--- config.mk ---
export PLATFORM = sky130hd
export DESIGN_NAME = spi_pw_master
export DESIGN_NICKNAME = d
export VERILOG_FILES = /design/src/rtl/spi_pw_pkg.sv /design/src/rtl/spi_pw_cfg.sv /design/src/rtl/spi_pw_baud.sv /design/src/rtl/spi_pw_shift.sv /design/src/rtl/spi_pw_master.sv
export SDC_FILE = /design/constraint.sdc
export NUM_CORES = 1
export LEC_CHECK = 0
export CAP_MARGIN = 5
export CORE_MARGIN = 8
export CORE_UTILIZATION = 35
export CTS_CLUSTER_DIAMETER = 60
export CTS_CLUSTER_SIZE = 28
export DETAILED_ROUTE_END_ITERATION = 8
export SYNTH_ARGS = -nofsm -noshare
export SYNTH_HDL_FRONTEND = slang
export SYNTH_HIERARCHICAL = 1
export SYNTH_SLANG_ARGS = --single-unit
--- constraint.sdc ---
create_clock -name clk -period 10.2 [get_ports clk]
set_clock_uncertainty 0.05 [all_clocks]
set_input_delay 2.04 -clock clk [delete_from_list [all_inputs] [get_ports clk]]
set_output_delay 2.04 -clock clk [all_outputs]
set_load 0.005 [all_outputs]
--- src/rtl/spi_pw_pkg.sv ---
package spi_pw_pkg;

    localparam int DATA_W    = 16;
    localparam int SIZE_W    = 4;
    localparam int RATE_W    = 3;
    localparam int CNT_W     = 14;
    localparam int NB_W      = $clog2(DATA_W + 1);
    localparam int HCNT_W    = $clog2(2 * DATA_W);
    localparam int LO_BASE   = 2;
    localparam int HI_BASE   = 512;
    localparam int DIV_CAP   = 16384;
    localparam int GAP_HALVES = 3;
    localparam int GCNT_W    = $clog2(GAP_HALVES + 1);

    typedef struct packed {
        logic              ovr;
        logic              master;
        logic              auto_sel;
        logic              pulse_en;
        logic              cpha;
        logic              cpol;
        logic              dbl;
        logic              range_hi;
        logic [RATE_W-1:0] rate;
        logic [SIZE_W-1:0] size;
    } cfg_t;

    localparam int CFG_W = $bits(cfg_t);

    typedef enum logic [1:0] {
        ST_IDLE = 2'd0,
        ST_XFER = 2'd1,
        ST_GAP  = 2'd2
    } st_t;

    // System clocks per full serial-clock period.
    function automatic logic [CNT_W:0] baud_div(cfg_t c);
        int unsigned sh;
        int unsigned v;
        sh = int'(c.rate) + int'(c.dbl);
        if (!c.range_hi) begin
            v = LO_BASE << sh;
        end else begin
            v = HI_BASE << sh;
            if (v > DIV_CAP) v = DIV_CAP;
        end
        return (CNT_W+1)'(v);
    endfunction

    function automatic logic [NB_W-1:0] word_bits(cfg_t c);
        return NB_W'(int'(c.size) + 1);
    endfunction

endpackage

--- src/rtl/spi_pw_cfg.sv ---
module spi_pw_cfg
    import spi_pw_pkg::*;
(
    input  logic              clk,
    input  logic              rst,
    input  logic              we,
    input  logic [DATA_W-1:0] wdata,
    input  logic              idle,
    input  logic              ss_pin,
    output cfg_t              cur,
    output logic              pend_v,
    output logic              ss_int
);

    cfg_t pend;

    always_ff @(posedge clk) begin
        if (rst) begin
            cur    <= '0;
            pend   <= '0;
            pend_v <= 1'b0;
        end else if (we) begin
            if (idle) begin
                cur    <= cfg_t'(wdata[CFG_W-1:0]);
                pend_v <= 1'b0;
            end else begin
                pend   <= cfg_t'(wdata[CFG_W-1:0]);
                pend_v <= 1'b1;
            end
        end else if (idle && pend_v) begin
            cur    <= pend;
            pend_v <= 1'b0;
        end
    end

    always_comb begin
        ss_int = cur.ovr ? cur.master : ss_pin;
    end

endmodule

--- src/rtl/spi_pw_baud.sv ---
module spi_pw_baud
    import spi_pw_pkg::*;
#(
    parameter int CW = CNT_W
) (
    input  logic          clk,
    input  logic          rst,
    input  logic          run,
    input  logic [CW-1:0] half,
    output logic          tick
);

    logic [CW-1:0] cnt;

    always_comb begin
        tick = run && (cnt == half - CW'(1));
    end

    always_ff @(posedge clk) begin
        if (rst || !run) begin
            cnt <= '0;
        end else if (tick) begin
            cnt <= '0;
        end else begin
            cnt <= cnt + CW'(1);
        end
    end

endmodule

--- src/rtl/spi_pw_shift.sv ---
module spi_pw_shift
    import spi_pw_pkg::*;
(
    input  logic              clk,
    input  logic              rst,
    input  logic              load,
    input  logic [DATA_W-1:0] ld_data,
    input  logic [NB_W-1:0]   nbits,
    input  logic              shift_out,
    input  logic              sample,
    input  logic              last,
    input  logic              miso,
    output logic              mosi,
    output logic [DATA_W-1:0] rx_data,
    output logic              rx_valid
);

    logic [DATA_W-1:0] txsh;
    logic [DATA_W-1:0] rxsh;
    logic [DATA_W-1:0] rx_next;

    always_comb begin
        rx_next = {rxsh[DATA_W-2:0], miso};
        mosi    = txsh[DATA_W-1];
    end

    always_ff @(posedge clk) begin
        if (rst) begin
            txsh     <= '0;
            rxsh     <= '0;
            rx_data  <= '0;
            rx_valid <= 1'b0;
        end else begin
            rx_valid <= 1'b0;
            if (load) begin
                txsh <= ld_data << (DATA_W - int'(nbits));
                rxsh <= '0;
            end else begin
                if (shift_out) txsh <= {txsh[DATA_W-2:0], 1'b0};
                if (sample) begin
                    rxsh <= rx_next;
                    if (last) begin
                        rx_data  <= rx_next;
                        rx_valid <= 1'b1;
                    end
                end
            end
        end
    end

endmodule

--- src/rtl/spi_pw_master.sv ---
module spi_pw_master
    import spi_pw_pkg::*;
(
    input  logic              clk,
    input  logic              rst,
    input  logic              cfg_we,
    input  logic [15:0]       cfg_wdata,
    input  logic              tx_valid,
    input  logic [15:0]       tx_data,
    output logic              tx_ready,
    output logic              rx_valid,
    output logic [15:0]       rx_data,
    output logic              sclk,
    output logic              mosi,
    input  logic              miso,
    output logic              ss_n,
    input  logic              ss_pin,
    output logic              ss_int
);

    st_t               st;
    logic [HCNT_W-1:0] hcnt;
    logic [GCNT_W-1:0] gcnt;
    cfg_t              cur;
    logic              pend_v;
    logic              st_idle;
    logic              st_gap;
    logic              tick;
    logic              accept;
    logic [CNT_W:0]    div;
    logic [CNT_W-1:0]  half;
    logic [NB_W-1:0]   nbits;
    logic [HCNT_W-1:0] last_h;
    logic              smp;
    logic              smp_last;
    logic              shf;
    logic              mosi_sh;

    always_comb begin
        st_idle  = (st == ST_IDLE);
        st_gap   = (st == ST_GAP);
        div      = baud_div(cur);
        half     = div[CNT_W:1];
        nbits    = word_bits(cur);
        last_h   = HCNT_W'({nbits, 1'b0} - 1);
        tx_ready = st_idle && !pend_v && cur.master && (cur.size != '0);
        accept   = tx_valid && tx_ready;
        smp      = tick && (st == ST_XFER) && !hcnt[0];
        smp_last = smp && (hcnt == last_h - HCNT_W'(1));
        shf      = tick && (st == ST_XFER) && hcnt[0] && (hcnt != last_h);
    end

    spi_pw_cfg u_cfg (
        .clk    (clk),
        .rst    (rst),
        .we     (cfg_we),
        .wdata  (cfg_wdata),
        .idle   (st_idle),
        .ss_pin (ss_pin),
        .cur    (cur),
        .pend_v (pend_v),
        .ss_int (ss_int)
    );

    spi_pw_baud #(.CW(CNT_W)) u_baud (
        .clk  (clk),
        .rst  (rst),
        .run  (!st_idle),
        .half (half),
        .tick (tick)
    );

    spi_pw_shift u_shift (
        .clk       (clk),
        .rst       (rst),
        .load      (accept),
        .ld_data   (tx_data),
        .nbits     (nbits),
        .shift_out (shf),
        .sample    (smp),
        .last      (smp_last),
        .miso      (miso),
        .mosi      (mosi_sh),
        .rx_data   (rx_data),
        .rx_valid  (rx_valid)
    );

    always_ff @(posedge clk) begin
        if (rst) begin
            st   <= ST_IDLE;
            hcnt <= '0;
            gcnt <= '0;
        end else begin
            unique case (st)
                ST_IDLE: begin
                    if (accept) begin
                        st   <= ST_XFER;
                        hcnt <= '0;
                    end
                end
                ST_XFER: begin
                    if (tick) begin
                        if (hcnt == last_h) begin
                            st   <= cur.pulse_en ? ST_GAP : ST_IDLE;
                            gcnt <= '0;
                        end else begin
                            hcnt <= hcnt + HCNT_W'(1);
                        end
                    end
                end
                ST_GAP: begin
                    if (tick) begin
                        if (gcnt == GCNT_W'(GAP_HALVES - 1)) st <= ST_IDLE;
                        else gcnt <= gcnt + GCNT_W'(1);
                    end
                end
                default: st <= ST_IDLE;
            endcase
        end
    end

    always_comb begin
        unique case (st)
            ST_XFER: begin
                sclk = cur.cpol ^ cur.cpha ^ hcnt[0];
                mosi = mosi_sh;
                ss_n = 1'b0;
            end
            ST_GAP: begin
                sclk = cur.cpol;
                mosi = 1'b0;
                ss_n = 1'b1;
            end
            default: begin
                sclk = cur.cpol;
                mosi = 1'b0;
                ss_n = cur.auto_sel;
            end
        endcase
    end

endmodule

==> impl_results.md <==
- Status: completed
- DR WL/cell: between 10 and 15 um
- Layout net count: 840
- Ant. Diodes: 0
- DRT iter0 DRCs: 289
- WL met2: 6820 um
- Post-synth EDFFs: 0
- Yosys reg bits: 102
- Final ANT Viol Nets: 0
- Worst skew pair latency: about 0.35 ns
- Gate Count Post-Synth: 767
- Die area: roughly 0.023 sq mm
- Post-CTS setup buffers: 0
- Critical path class: flip-flop to flip-flop
- Largest net degree at the start of global routing: 74
- First-pass GRT wire length: 24600 um
- # DRC: 0
- Slowest cell on the critical path: nor2_2
- Max-slew violation count: 0
- Most common cell after layout, fill and taps aside: nand2_1
- CTS tree: built
- Routed met3 length: 316 um
- Cts hold-fix bufs: 0
- Hold Path Depth: 2
- Gr ovfl total: 0
- Syn Area/Cell: between 8 and 9 sq um
- Pint: approximately 0.00076 W
- Post-DP HPWL: 10100 um
- Max VDD drop: 0.0824 mV
- Critical Path Start Type: flip-flop
- Crit Path Max Fanout: 18
- Comb pwr share: 0.349
- Slowest stage delay, CP: a little over 0.8 ns
- Vias: 5313
- Worst reg-to-reg path cell count: 18
- Top Ports: 60
- Synth warnings: 6
- # Max-Cap Violations: 0
- Distinct cells, synth: 73
- Layout cells sized above 1: 0.0919
- Drt pass-1 iters: 4
- Highest routing layer actually used: met4
- Area of the mapped netlist: 0.00630 sq mm
- Root Buffer: clkbuf_16
- Cell Pwr Density: 164 mW/mm^2
- Commonest cells after routing, fill and taps aside: nand2_1, dfxtp_1, nor2_1, a21oi_1, clkdlybuf4s50_1
- I/O Buffers: slightly below 60
- Rows: 49
- Fmax: 0.169 GHz
- Initial antenna violation count: 0
- Post-synthesis sequential area ratio: 0.324
- Synthesized net count: 818
- Final hold vios: 0
- # resized after CTS: 0
- Htree depth: 3
- Setup TNS: 0 ns
- Metal-1 WL: 6850 um
- Minimum clock period: around 5.9 ns
- Sw Ratio: 0.356
- GRT Resource Usage Total: 0.131
- Crit-path cells: ha_1 > nor2b_1 > nor2_1 > a21oi_1 > nor3_1 > inv_1 > ha_1 > or4b_4 > a2111o_1 > a221oi_1 > nor3_1 > nor4b_4 > buf_4 > nand2_1 > nor2_2 > nand3b_1 > nand2_1 > a21oi_1
- Fin crit share: 0.580
- Wirelength, routed: 14300 um
- Area Overhead vs Synth: 14.0%
- Clk sinks: 102
- Worst Path Arrival: 6.06 ns
- Setup slack after layout: 4.29 ns
- Max-slew headroom: 0.271
- Worst path required time: 10.35 ns
- Actual slew at the worst max-slew pin: 1.09 ns
- Clock Path Buffers: 2
- RSZ-0062 raised after global routing: false
- DP Worst Slack: between 4 and 5 ns
- Drt via density: between 5 and 6
- Reg-to-reg startpoint: u_cfg/cur[5]
- Worst reg-to-reg setup slack: about 4.3 ns
- RR Endpoint: u_shift/rx_data[3]
- Starting density of the core: 0.354
- Reported net switching power: approximately 0.00042 W
- Die width: 150 um
- Vias in the first global route: 5043
- Final setup viols: 0
- Placer Congestion: 0.827
- CTS Buf Count: 9
- Crit end category: flip-flop
- Synth Flop Type: dfxtp_1
- Die Ht: 150 um
- Part of the power in registers: 0.373
- Core area: 0.0178 sq mm
- P_leak: 2.56 nW
- HP Class: flip-flop to flip-flop
- Clock power share: 0.278
- Ys async rst share: 0
- Reg clk slew, reported paths: 0.07 ns
- Hold EP: u_shift/rx_data[5]
- Worst Hold Launch: u_shift/rx_data[5]
-- cells by family after synthesis --
group / Yosys count / synth area share
flip-flops: 102 / 0.324
buffers and inverters: 80 / 0.0632
XOR/XNOR: 42 / 0.0608
AO/OA/AOI/OAI: 153 / 0.171
multiplexers: 63 / 0.112
AND/OR/NAND/NOR: 314 / 0.243
adder cells (fa/ha/maj): 13 / 0.0258
-- cell type report --
class / instances / area (sq um)
fill: 1815 / 10600
multi-input combinational: 585 / 3860
sequential: 102 / 2040
timing repair buffer: 62 / 606
tap: 229 / 287
clock buffer: 11 / 233
inverter: 29 / 109
clock inverter: 5 / 41.3
-- per-layer routing --
layer | up-vias | track usage
li1 | 2727 | -
met1 | 2512 | 0.170
met2 | 58 | 0.216
met3 | 16 | 0.0189
met4 | 0 | 0.0530
met5 | - | 0
-- registers in the layout, summed over array words and instances (netlist names) --
| signal | cells |
|---|---|
| u_shift/rx_data | 16 |
| u_shift/txsh | 16 |
| u_cfg/cur | 15 |
| u_cfg/pend | 15 |
| u_shift/rxsh | 15 |
| u_baud/cnt | 14 |
| hcnt | 5 |
| gcnt | 2 |
| st | 2 |
| u_cfg/pend_v | 1 |
| u_shift/rx_valid | 1 |
-- cell usage after synthesis, types with 3 or more instances --
cell	number	area [sq um]
a31oi_1	12	75.1
buf_4	4	30.0
a311oi_1	4	35.0
mux4_2	5	113
a211oi_2	15	188
xor2_1	16	140
and3_1	4	25.0
o21ai_0	13	65.1
buf_2	6	30.0
o2bb2ai_1	11	96.3
nor3_1	29	145
a21oi_1	64	320
ha_1	13	163
nand4_1	7	43.8
o211ai_1	3	22.5
mux2_2	8	90.1
nand2b_1	11	68.8
mux2i_1	50	500
clkbuf_1	27	101
nand3b_1	4	30.0
nor2_2	6	37.5
buf_1	4	15.0
a21boi_0	3	22.5
xnor2_1	25	219
buf_6	10	113
nand2_1	113	424
a2bb2oi_1	4	35.0
dfxtp_1	102	2040
nor3b_1	4	30.0
nor4_1	4	25.0
nand3_1	19	95.1
nor2_1	82	308
inv_1	29	109
nor2b_1	6	37.5
-- power groups by stage --
stage / Sequential [W] / Combinational, W / Clock (W)
floorplan: 0.000441 / 0.000337 / 0
global placement: 0.000449 / 0.000408 / 0
detailed placement: 0.000449 / 0.000410 / 0
CTS: 0.000440 / 0.000412 / 0.000341
global route: 0.000444 / 0.000455 / 0.000360
finish: 0.000440 / 0.000411 / 0.000328
-- worst max-delay path by stage --
stage	start	to	slack [ns]	cells after the start
6_report	u_cfg/cur[5]	u_shift/rx_data[3]	4.29	18
3_5_place_dp	u_cfg/cur[5]	u_shift/rx_data[6]	4.31	16
4_1_cts	u_cfg/cur[5]	u_shift/rx_data[2]	4.29	16
3_3_place_gp	u_cfg/cur[5]	u_shift/rx_data[6]	4.31	18
2_1_floorplan	u_cfg/cur[4]	u_shift/rx_data[10]	5.41	22
5_1_grt	u_cfg/cur[5]	u_shift/rx_data[4]	3.75	18
-- worst max-delay path, delay by kind of cell, from the launching register on --
| family | cells | cell delay (ns) |
|---|---|---|
| DFF | 1 | 0.53 |
| buffers and inverters | 2 | 0.35 |
| and+or+nand+nor | 10 | 3.34 |
| adders and majority gates | 2 | 0.54 |
| AOI/OAI and AO/OA | 4 | 0.92 |
-- stage by stage --
| step | std cells | hold WS, ns | utilization | power, W | instance area, sq um |
|---|---|---|---|---|---|
| 6_report | 1023 | 0.403 | 0.404 | 0.00118 | 7180 |
| 5_1_grt | 1023 | 0.423 | 0.404 | 0.00126 | 7180 |
| 4_1_cts | 1023 | 0.405 | 0.404 | 0.00119 | 7180 |
| 3_5_place_dp | 1007 | 0.396 | 0.388 | 0.000859 | 6900 |
| 3_3_place_gp | 1007 | 0.391 | 0.388 | 0.000857 | 6900 |
| 2_1_floorplan | 767 | 0.381 | - | 0.000779 | 6300 |
(Power assumes the default switching activity.)
